**src/rtl/cmp_irq_pkg.sv**
```systemverilog
package cmp_irq_pkg;
   localparam int unsigned REG_W = 8;

   // bit positions decoded by software
   localparam int unsigned B_PWRDN = 7;
   localparam int unsigned B_REFSEL = 6;
   localparam int unsigned B_LEVEL = 5;
   localparam int unsigned B_FLAG = 4;
   localparam int unsigned B_IE = 3;
   localparam int unsigned B_RSVD = 2;
   localparam int unsigned B_MODE = 0;
   localparam int unsigned MODE_W = 2;

   typedef enum logic [MODE_W-1:0] {
      EDGE_ANY  = 2'b00,
      EDGE_NONE = 2'b01,
      EDGE_FALL = 2'b10,
      EDGE_RISE = 2'b11
   } edge_mode_e;
endpackage

```
**src/rtl/cmp_sync.sv**
```systemverilog
module cmp_sync #(
   parameter int unsigned STAGES = 2
) (
   input  logic clk,
   input  logic rst_n,
   input  logic hold_i,
   input  logic d_i,
   output logic q_o
);
   generate
      if (STAGES < 2) begin : g_bad
         $error("cmp_sync: STAGES must be at least 2");
      end
   endgenerate

   logic [STAGES-1:0] chain_q;

   generate
      for (genvar i = 0; i < STAGES; i++) begin : g_stage
         if (i == 0) begin : g_first
            always_ff @(posedge clk or negedge rst_n) begin
               if (!rst_n) chain_q[0] <= 1'b0;
               else if (!hold_i) chain_q[0] <= d_i;
            end
         end else begin : g_next
            always_ff @(posedge clk or negedge rst_n) begin
               if (!rst_n) chain_q[i] <= 1'b0;
               else if (!hold_i) chain_q[i] <= chain_q[i-1];
            end
         end
      end
   endgenerate

   assign q_o = chain_q[STAGES-1];


   level_hold_chk: assert property (@(posedge clk) disable iff (!rst_n)
      hold_i |=> $stable(q_o));
endmodule

```
**src/rtl/cmp_edge_det.sv**
```systemverilog
module cmp_edge_det
   import cmp_irq_pkg::*;
(
   input  logic       clk,
   input  logic       rst_n,
   input  logic       lvl_i,
   input  edge_mode_e mode_i,
   output logic       evt_o
);
   logic prev_q;
   logic rise, fall;

   always_ff @(posedge clk or negedge rst_n) begin
      if (!rst_n) prev_q <= 1'b0;
      else prev_q <= lvl_i;
   end

   assign rise = lvl_i & ~prev_q;
   assign fall = ~lvl_i & prev_q;

   always_comb begin
      unique case (mode_i)
         EDGE_ANY:  evt_o = rise | fall;
         EDGE_FALL: evt_o = fall;
         EDGE_RISE: evt_o = rise;
         default:   evt_o = 1'b0;
      endcase
   end


   steady_quiet_chk: assert property (@(posedge clk) disable iff (!rst_n)
      $stable(lvl_i) |=> !evt_o || !$stable(lvl_i));
endmodule

```
**src/rtl/cmp_ctl_reg.sv**
```systemverilog
module cmp_ctl_reg
   import cmp_irq_pkg::*;
(
   input  logic             clk,
   input  logic             rst_n,
   input  logic             we_i,
   input  logic [REG_W-1:0] wdata_i,
   input  logic             ack_i,
   input  logic             evt_i,
   output logic             pwrdn_o,
   output logic             refsel_o,
   output logic             ie_o,
   output edge_mode_e       mode_o,
   output logic             flag_o
);
   logic clr;
   logic unused_wbits;

   assign clr = ack_i | (we_i & wdata_i[B_FLAG]);
   assign unused_wbits = ^{wdata_i[B_LEVEL], wdata_i[B_RSVD]};

   always_ff @(posedge clk or negedge rst_n) begin
      if (!rst_n) begin
         pwrdn_o  <= 1'b0;
         refsel_o <= 1'b0;
         ie_o     <= 1'b0;
         mode_o   <= EDGE_ANY;
      end else if (we_i) begin
         pwrdn_o  <= wdata_i[B_PWRDN];
         refsel_o <= wdata_i[B_REFSEL];
         ie_o     <= wdata_i[B_IE];
         mode_o   <= edge_mode_e'(wdata_i[B_MODE +: MODE_W]);
      end
   end

   always_ff @(posedge clk or negedge rst_n) begin
      if (!rst_n) flag_o <= 1'b0;
      else if (evt_i) flag_o <= 1'b1;
      else if (clr) flag_o <= 1'b0;
   end


   evt_sets_flag_chk: assert property (@(posedge clk) disable iff (!rst_n)
      evt_i |=> flag_o);

   ack_clears_chk: assert property (@(posedge clk) disable iff (!rst_n)
      (ack_i && !evt_i) |=> !flag_o);

   w1c_clears_chk: assert property (@(posedge clk) disable iff (!rst_n)
      (we_i && wdata_i[B_FLAG] && !evt_i) |=> !flag_o);

   flag_sticky_chk: assert property (@(posedge clk) disable iff (!rst_n)
      (flag_o && !ack_i && !(we_i && wdata_i[B_FLAG])) |=> flag_o);
endmodule

```
**src/rtl/cmp_irq_ctrl.sv**
```systemverilog
module cmp_irq_ctrl
   import cmp_irq_pkg::*;
#(
   parameter int unsigned SYNC_STAGES = 2
) (
   input  logic       clk,
   input  logic       rst_n,
   input  logic       cmp_raw_i,
   input  logic       reg_we_i,
   input  logic [7:0] reg_wdata_i,
   output logic [7:0] reg_rdata_o,
   input  logic       irq_ack_i,
   input  logic       gie_i,
   output logic       irq_o,
   output logic       cmp_pwrdn_o,
   output logic       ref_sel_o
);
   generate
      if (REG_W != 8) begin : g_bad_w
         $error("cmp_irq_ctrl: register must be 8 bits");
      end
   endgenerate

   logic       lvl;
   logic       evt;
   logic       ie;
   logic       flag;
   edge_mode_e mode;

   cmp_sync #(.STAGES(SYNC_STAGES)) u_sync (
      .clk    (clk),
      .rst_n  (rst_n),
      .hold_i (cmp_pwrdn_o),
      .d_i    (cmp_raw_i),
      .q_o    (lvl)
   );

   cmp_edge_det u_edge (
      .clk    (clk),
      .rst_n  (rst_n),
      .lvl_i  (lvl),
      .mode_i (mode),
      .evt_o  (evt)
   );

   cmp_ctl_reg u_reg (
      .clk      (clk),
      .rst_n    (rst_n),
      .we_i     (reg_we_i),
      .wdata_i  (reg_wdata_i),
      .ack_i    (irq_ack_i),
      .evt_i    (evt),
      .pwrdn_o  (cmp_pwrdn_o),
      .refsel_o (ref_sel_o),
      .ie_o     (ie),
      .mode_o   (mode),
      .flag_o   (flag)
   );

   always_comb begin
      reg_rdata_o                         = '0;
      reg_rdata_o[B_PWRDN]                = cmp_pwrdn_o;
      reg_rdata_o[B_REFSEL]               = ref_sel_o;
      reg_rdata_o[B_LEVEL]                = lvl;
      reg_rdata_o[B_FLAG]                 = flag;
      reg_rdata_o[B_IE]                   = ie;
      reg_rdata_o[B_MODE +: MODE_W]       = mode;
   end

   assign irq_o = flag & ie & gie_i;


   rsvd_mode_quiet_chk: assert property (@(posedge clk) disable iff (!rst_n)
      (!flag && mode == EDGE_NONE && !reg_we_i) |=> !flag);

   pwrdn_no_flag_chk: assert property (@(posedge clk) disable iff (!rst_n)
      (cmp_pwrdn_o && $past(cmp_pwrdn_o) && !flag) |=> !flag);

   irq_needs_flag_chk: assert property (@(posedge clk) disable iff (!rst_n)
      (!reg_rdata_o[B_FLAG]) |-> !irq_o);
endmodule

```
**config.mk**
```make
export PLATFORM = sky130hd
export DESIGN_NAME = cmp_irq_ctrl
export DESIGN_NICKNAME = d
export VERILOG_FILES = /design/src/rtl/cmp_irq_pkg.sv /design/src/rtl/cmp_sync.sv /design/src/rtl/cmp_edge_det.sv /design/src/rtl/cmp_ctl_reg.sv /design/src/rtl/cmp_irq_ctrl.sv
export SDC_FILE = /design/constraint.sdc
export NUM_CORES = 1
export LEC_CHECK = 0
export BUFFER_PORTS_ARGS = -buffer_cell sky130_fd_sc_hd__buf_2
export CAP_MARGIN = 40
export CORE_AREA = 2 2 39 41
export CTS_CLUSTER_DIAMETER = 80
export DETAILED_ROUTE_END_ITERATION = 12
export DIE_AREA = 0 0 41 43
export SKIP_CTS_REPAIR_TIMING = 1
export SYNTH_ARGS = -nofsm -noshare
export SYNTH_HDL_FRONTEND = slang
export SYNTH_SLANG_ARGS = --single-unit
```
**constraint.sdc**
```tcl
create_clock -name clk -period 1.8 [get_ports clk]
set_clock_uncertainty 0.15 [all_clocks]
set_input_delay 0.18 -clock clk [delete_from_list [all_inputs] [get_ports clk]]
set_output_delay 0.18 -clock clk [all_outputs]
set_load 0.01 [all_outputs]
```
==> results of run 1 <==
[cells in the mapped netlist]
master / number / area [sq um]
a21oi_1: 1 / 5.00
buf_4: 6 / 45.0
mux2_4: 5 / 75.1
mux2_2: 2 / 22.5
nand2_1: 1 / 3.75
nor2_1: 1 / 3.75
inv_1: 2 / 7.51
nand3b_1: 1 / 7.51
conb_1: 1 / 3.75
and3_1: 1 / 6.26
buf_6: 1 / 11.3
nand3_1: 1 / 5.00
dfrtp_1: 9 / 225
o211ai_1: 1 / 7.51
ha_1: 2 / 25.0
[logic make-up after synthesis]
group	synth area share [%]
compound gates	2.75
fa+ha+maj	5.51
buf+inv	14.0
flops	49.6
mux	21.5
other cells	0.826
simple gates	5.78
[worst register-to-register path, stage by stage (launching register included)]
cell      delay, ps
dfrtp_1         400
inv_1            60
ha_1            290
nor2_1           90
a21oi_1          50
o211ai_1        150
[cell type report]
class / count / area (sq um)
Clock buffer: 4 / 26.3
Fill cell: 136 / 764
Inverter: 2 / 7.51
Multi-Input combinational cell: 17 / 165
Sequential cell: 9 / 225
Tap cell: 16 / 20.0
Timing Repair Buffer: 28 / 175
[state kept, by name, indices dropped and copies added, names as in the netlist]
signal	count
u_reg.flag_o	1
u_reg.pwrdn_o	1
u_reg.ie_o	1
u_reg.mode_o	2
u_edge.prev_q	1
u_reg.refsel_o	1
u_sync.q_o	1
u_sync.chain_q	1
[stage by stage]
stage	cells	instance area, sq um	setup WS [ps]	power, mW
global route	76	619	464	0.605
floorplan	35	454	613	0.372
finish	76	619	529	0.558
CTS	69	549	519	0.559
global placement	65	523	558	0.395
detailed placement	65	523	552	0.398
[where the power goes]
part / switching (mW) / internal, mW / leakage, nW
clock: 0.0686 / 0.0853 / 0.0150
combinational: 0.0604 / 0.0809 / 0.207
sequential: 0.0269 / 0.236 / 0.106
[metal layers]
layer / global-route usage [%] / part of all wire, %
met5: 0 / 0
met2: 12.5 / 50
met3: 7.85 / 7.7
met1: 11.6 / 42
met4: 4.00 / 0
[path summary, 6_finish.rpt]
check                                  end  slack, ps  depth (start not counted)
setup / recovery              u_reg.flag_o        530                          5
hold / removal                u_reg.flag_o         80                          3
setup reg to reg              u_reg.flag_o        530                          5
hold reg to reg              u_edge.prev_q        310                          0
max in group asynchronous  u_reg.mode_o[0]       1160                          2
min in group asynchronous    u_reg.pwrdn_o        160                          2
==> results.sh, run 1 <==
export IMPL_synth_avg_cell_area_sq_um=13.0
export IMPL_worstPathCellList="inv_1 > ha_1 > nor2_1 > a21oi_1 > o211ai_1"
export IMPL_layout_drive_gt1_share_pct=51.7
export IMPL_rows=14
export IMPL_gp_congestion=0.549
export IMPL_root_buffer="clkbuf_4"
export IMPL_port_buffer_count=21
export IMPL_rsz0062_at_grt="false"
export IMPL_drtIter0Drc=3
export IMPL_layout_commonest_cell="buf_2"
export IMPL_grt_max_degree=10
export IMPL_max_cap_violations=0
export IMPL_finalCriticalPeriod_ps=1270
export IMPL_peakVddDrop_v=0.000367
export IMPL_dieArea_sq_um=1760
export IMPL_cp_data_required_time_ps=1820
export IMPL_status="completed"
export IMPL_wl_per_cell_microns=10.3
export IMPL_grt_overflow=0
export IMPL_tritoncts="yes"
export IMPL_cts_htree_levels=1
export IMPL_yosysWarnings=0
export IMPL_cts_clk_slew_worst_paths_ps=60
export IMPL_grt_pass1_wl_mm=1.07
export IMPL_track_usage_pct=9.74
export IMPL_criticalPathCategory="reg2reg"
export IMPL_vias_per_cell=4.34
export IMPL_synth_nets=51
export IMPL_antenna_cells=0
export IMPL_syn_inst=35
export IMPL_crit_slowest_cell="dfrtp_1"
export IMPL_cts_buffer_depth=2
export IMPL_die_h_microns=43
export IMPL_grt_antenna_before_repair=0
export IMPL_hp_class="in2reg"
export IMPL_setup_tns_ps=0
export IMPL_crit_fanout=5
export IMPL_cts_buffers=3
export IMPL_drc=0
export IMPL_drt_pass1_iterations=2
export IMPL_wl_microns=784
export IMPL_final_cell_mix="buf_2, dfrtp_1, dlygate4sd3_1"
export IMPL_startpoint="u_sync.q_o"
export IMPL_period_share_pct=70.6
export IMPL_utilization_pct=44.8
export IMPL_path_buf_inv=1
export IMPL_area_growth_pct=36.4
export IMPL_endpoint_kind="flop"
export IMPL_syn_area_sq_um=454
export IMPL_crit_family="flip-flops"
export IMPL_clock_sinks=9
export IMPL_yosysSeqAreaShare_pct=49.6
export IMPL_core_area_sq_um=1380
export IMPL_clk_latency_ps=260
export IMPL_hold_path_startpoint="irq_ack_i"
export IMPL_ys_types=15
export IMPL_final_hold_violation_count=0
export IMPL_critPathMaxStageDelay_ps=400
export IMPL_ioPinCount=25
export IMPL_clock_fmax_mhz=787
export IMPL_hold_slack_ps=75.6
export IMPL_die_x_microns=41
export IMPL_ant_nets=0
export IMPL_start_util_pct=32.8
export IMPL_synth_seq_cells=9
export IMPL_rr_startpoint="u_sync.q_o"
export IMPL_startpoint_type="flop"
export IMPL_first_global_vias=248
export IMPL_p_leak_nw=0.328
export IMPL_num_vias=330
export IMPL_num_nets_final=77
export IMPL_pwr_density_cell_nw_per_um2=901
export IMPL_final_setup_viol_count=0
export IMPL_drv_slew=0
export IMPL_crit_arrival_ps=1300
(Power assumes the default switching activity.)
==> run 2: changes to the inputs <==
--- a/config.mk
+++ b/config.mk
@@ -11,6 +11,7 @@
 export CTS_CLUSTER_DIAMETER = 80
 export DETAILED_ROUTE_END_ITERATION = 12
 export DIE_AREA = 0 0 41 43
+export PLACE_DENSITY = 0.67
 export SKIP_CTS_REPAIR_TIMING = 1
 export SYNTH_ARGS = -nofsm -noshare
 export SYNTH_HDL_FRONTEND = slang
==> constraint.sdc (replaced) <==
create_clock -name clk -period 1.1 [get_ports clk]
set_clock_uncertainty 0.15 [all_clocks]
set_input_delay 0.11 -clock clk [delete_from_list [all_inputs] [get_ports clk]]
set_output_delay 0.11 -clock clk [all_outputs]
set_load 0.01 [all_outputs]
==> results.sh, run 2 (synthesis results as in run 1) <==
export IMPL_ioPinCount=25
export IMPL_clock_fmax_mhz=848
export IMPL_dpl_cell_area_sq_um=531
export IMPL_pwr_density_cell_nw_per_um2=1420
export IMPL_cts_htree_levels=1
export IMPL_top_register="u_reg.mode_o"
export IMPL_criticalPathCategory="reg2out"
export IMPL_startpoint="u_reg.flag_o"
export IMPL_drc=0
export IMPL_start_util_pct=32.8
export IMPL_hp_class="in2reg"
export IMPL_grt_max_degree=10
export IMPL_cp_data_required_time_ps=840
export IMPL_status="complete, but fails checks"
export IMPL_cts_clk_slew_worst_paths_ps=50
export IMPL_rr_worst_depth=5
export IMPL_failed_checks="setup timing"
export IMPL_period_share_pct=107
export IMPL_tritoncts="yes"
export IMPL_final_hold_violation_count=0
export IMPL_antenna_cells=0
export IMPL_endpoint_kind="output pin"
export IMPL_drv_slew=0
export IMPL_peakVddDrop_v=0.000590
export IMPL_setup_tns_ps=-215
export IMPL_max_cap_violations=0
export IMPL_wl_per_cell_microns=10.0
export IMPL_dp_hpwl_microns=600
export IMPL_cts_buffer_depth=2
export IMPL_grt_antenna_before_repair=0
export IMPL_die_x_microns=41
export IMPL_final_setup_viol_count=3
export IMPL_grt_overflow=0
export IMPL_clk_latency_ps=250
export IMPL_grt_pass1_wl_mm=1.08
export IMPL_gp_congestion=0.590
export IMPL_p_leak_nw=0.352
export IMPL_area_growth_pct=45.2
export IMPL_startpoint_type="flop"
export IMPL_num_vias=339
export IMPL_crit_end="irq_o"
export IMPL_port_buffer_count=21
export IMPL_clock_sinks=9
export IMPL_layout_drive_gt1_share_pct=53.8
export IMPL_drtIter0Drc=1
export IMPL_ant_nets=0
export IMPL_num_nets_final=82
export IMPL_cts_buffers=3
export IMPL_layout_commonest_cell="buf_2"
export IMPL_rr_startpoint="u_sync.q_o"
export IMPL_wl_microns=813
export IMPL_rsz0062_at_grt="true"
export IMPL_finalCriticalPeriod_ps=1180
export IMPL_core_area_sq_um=1380
export IMPL_largest_register_ffs=2
export IMPL_root_buffer="clkbuf_4"
export IMPL_first_global_vias=246
export IMPL_drt_pass1_iterations=3
export IMPL_reg2reg_to="u_reg.flag_o"
export IMPL_rows=14
export IMPL_vias_per_cell=4.19
export IMPL_dieArea_sq_um=1760
export IMPL_final_cell_mix="buf_2, dfrtp_1, dlygate4sd3_1"
export IMPL_track_usage_pct=10.6
export IMPL_final_area_sq_um=659
export IMPL_rrSetupSlack_ps=-80
export IMPL_fin_ws_ps=-79.3
export IMPL_crit_arrival_ps=920
export IMPL_die_h_microns=43
export IMPL_crit_fanout=3
## run 2: changes by cell type in the layout (fill, tap and decap cells not counted)
| cell | change |
|---|---|
| buf_4 | +4 |
| dlygate4sd3_1 | +1 |
## run 2: per-stage QoR
| stage | setup slack [ps] | util (%) | total power, mW | instances | hold slack (ps) |
|---|---|---|---|---|---|
| finish | -79.3 | 47.6 | 0.935 | 81 | 25.0 |
| global route | -198 | 47.6 | 1.02 | 81 | 45.1 |
| CTS | -93.8 | 40.2 | 0.918 | 70 | -455 |
| detailed placement | -76.8 | 38.3 | 0.668 | 66 | -179 |
| global placement | -55.3 | 38.3 | 0.657 | 66 | -180 |
| floorplan | -86.9 | - | 0.609 | 35 | -336 |
## run 2: report_power, final
group	switching (mW)	internal, mW	leakage (nW)
registers	0.0352	0.386	0.106
logic	0.113	0.159	0.231
clock network	0.102	0.139	0.0150
total	0.250	0.684	0.352
## run 2: how the worst min path moves through the flow
stage	from	end	slack [ps]	cells after the start
detailed placement	rst_n	u_reg.flag_o	-180	1
global placement	rst_n	u_reg.flag_o	-180	1
CTS	rst_n	u_reg.mode_o[1]	-450	1
floorplan	rst_n	u_edge.prev_q	-340	0
global route	reg_wdata_i[4]	u_reg.flag_o	50	4
finish	reg_wdata_i[4]	u_reg.flag_o	30	4
## run 2: per-layer routing
layer	up-vias	share of wire, %	track usage, %
met2	17	48	13.1
met3	2	6.5	4.71
met4	0	3.3	12.0
met5	-	0	0
met1	150	42	11.7
li1	170	-	-
## run 2: worst max-delay path, stage by stage (launching register included)
cell and delay, ps:
dfrtp_1 380, and3_1 160, buf_2 130
## run 2: area by class of cell
| cell class | count | area, sq um |
|---|---|---|
| Inverter | 2 | 7.51 |
| Tap cell | 16 | 20.0 |
| Clock buffer | 4 | 26.3 |
| Sequential cell | 9 | 225 |
| Timing Repair Buffer | 33 | 215 |
| Fill cell | 131 | 724 |
| Multi-Input combinational cell | 17 | 165 |
==> run 3: changes to the inputs <==
--- a/config.mk
+++ b/config.mk
@@ -5,14 +5,12 @@
 export SDC_FILE = /design/constraint.sdc
 export NUM_CORES = 1
 export LEC_CHECK = 0
-export BUFFER_PORTS_ARGS = -buffer_cell sky130_fd_sc_hd__buf_2
 export CAP_MARGIN = 40
 export CORE_AREA = 2 2 39 41
 export CTS_CLUSTER_DIAMETER = 80
 export DETAILED_ROUTE_END_ITERATION = 12
 export DIE_AREA = 0 0 41 43
-export PLACE_DENSITY = 0.67
-export SKIP_CTS_REPAIR_TIMING = 1
+export DONT_BUFFER_PORTS = 1
 export SYNTH_ARGS = -nofsm -noshare
 export SYNTH_HDL_FRONTEND = slang
 export SYNTH_SLANG_ARGS = --single-unit
==> results.sh, run 3 (synthesis results as in run 1) <==
export IMPL_cts_buffers=3
export IMPL_failed_checks="setup timing"
export IMPL_area_growth_pct=30.0
export IMPL_grt_overflow=0
export IMPL_setup_tns_ps=-771
export IMPL_crit_arrival_ps=1220
export IMPL_ant_nets=0
export IMPL_period_share_pct=112
export IMPL_drc=0
export IMPL_root_buffer="clkbuf_4"
export IMPL_top_register="u_reg.mode_o"
export IMPL_worstPathCellList="dlygate4sd3_1 > mux2_4"
export IMPL_dpl_cell_area_sq_um=440
export IMPL_hp_class="in2async"
export IMPL_largest_register_ffs=2
export IMPL_vias_per_cell=4.44
export IMPL_rsz0062_at_grt="true"
export IMPL_max_cap_violations=0
export IMPL_total_power_mw=0.905
export IMPL_num_vias=280
export IMPL_path_buf_inv=1
export IMPL_grt_pass1_wl_mm=1.26
export IMPL_crit_family="buffers and inverters"
export IMPL_cts_buffer_depth=2
export IMPL_ioPinCount=25
export IMPL_rows=14
export IMPL_final_setup_viol_count=7
export IMPL_hold_slack_ps=71.0
export IMPL_gp_congestion=0.542
export IMPL_layout_drive_gt1_share_pct=34.0
export IMPL_final_area_sq_um=591
export IMPL_utilization_pct=42.7
export IMPL_final_hold_violation_count=0
export IMPL_die_x_microns=41
export IMPL_fin_ws_ps=-131
export IMPL_finalNonFillerCells=63
export IMPL_crit_fanout=6
export IMPL_finalCriticalPeriod_ps=1230
export IMPL_criticalPathCategory="in2reg"
export IMPL_cp_data_required_time_ps=1090
export IMPL_grt_max_degree=10
export IMPL_first_global_vias=334
export IMPL_status="complete, but fails checks"
export IMPL_dieArea_sq_um=1760
export IMPL_drtIter0Drc=1
export IMPL_clock_sinks=9
export IMPL_drt_pass1_iterations=2
export IMPL_cts_clk_slew_worst_paths_ps=60
export IMPL_wl_per_cell_microns=13.3
export IMPL_critPathMaxStageDelay_ps=770
export IMPL_antenna_cells=0
export IMPL_num_nets_final=64
export IMPL_placedCellCount=47
export IMPL_cts_htree_levels=1
export IMPL_wl_microns=838
export IMPL_final_cell_mix="dlygate4sd3_1, dfrtp_1, mux2_4"
export IMPL_crit_slowest_cell="dlygate4sd3_1"
export IMPL_core_area_sq_um=1380
export IMPL_startpoint_type="input pin"
export IMPL_pwr_density_cell_nw_per_um2=1530
export IMPL_start_util_pct=32.8
export IMPL_tritoncts="yes"
export IMPL_clock_fmax_mhz=812
export IMPL_peakVddDrop_v=0.000658
export IMPL_grt_antenna_before_repair=0
export IMPL_die_h_microns=43
export IMPL_p_leak_nw=0.280
export IMPL_port_buffer_count=0
export IMPL_preCtsSetupSlack_ps=-103
export IMPL_endpoint_kind="flop"
export IMPL_drv_slew=0
export IMPL_track_usage_pct=11.1
export IMPL_clk_latency_ps=250
export IMPL_layout_commonest_cell="dlygate4sd3_1"
==> run 3: cell types whose count changed in the layout (fill, tap and decap cells not counted) <==
cell,change
buf_6,+1
dlygate4sd3_1,+2
and3_1,-1
buf_2,-21
and3_4,+1
==> run 3: path summary, 6_finish.rpt <==
kind / cells past startpoint / to / slack [ps] / start
hold / removal: 1 / u_sync.chain_q[0] / 70 / rst_n
setup / recovery: 2 / u_reg.mode_o[1] / -130 / reg_we_i
setup reg to reg: 5 / u_reg.flag_o / -100 / u_sync.q_o
hold reg to reg: 1 / u_sync.chain_q[0] / 360 / u_sync.chain_q[0]
min in group clk: 1 / irq_o / 230 / gie_i
max in group asynchronous: 1 / u_sync.q_o / 440 / rst_n
==> run 3: layout make-up <==
type	instances	area, sq um
Inverter	2	7.51
Tap cell	16	20.0
Clock buffer	4	26.3
Timing Repair Buffer	15	141
Fill cell	137	793
Multi-Input combinational cell	17	170
Sequential cell	9	225
==> run 3: what timing repair did <==
item | in CTS | in global routing
setup endpoints to repair | 4 | 7
endpoints found under the hold margin | 16 | 6
buffers inserted | 0 | 2
hold buffers | 9 | 1
pin swaps | 0 | 1
resized for setup | 2 | 0
==> run 3: metal layers <==
metal	wire length, microns	GRT usage (%)	share of wire [%]	vias up
met5	0	0	0	-
met4	0	8.00	0	0
met3	64	4.19	7.6	0
met2	433	18.4	52	15
met1	340	10.2	41	131
li1	-	-	-	134
==> run 3: power breakdown <==
group | switching, mW | total, mW | internal (mW)
clock | 0.109 | 0.248 | 0.139
combinational | 0.0871 | 0.215 | 0.128
sequential | 0.0558 | 0.442 | 0.386
total | 0.252 | 0.905 | 0.654
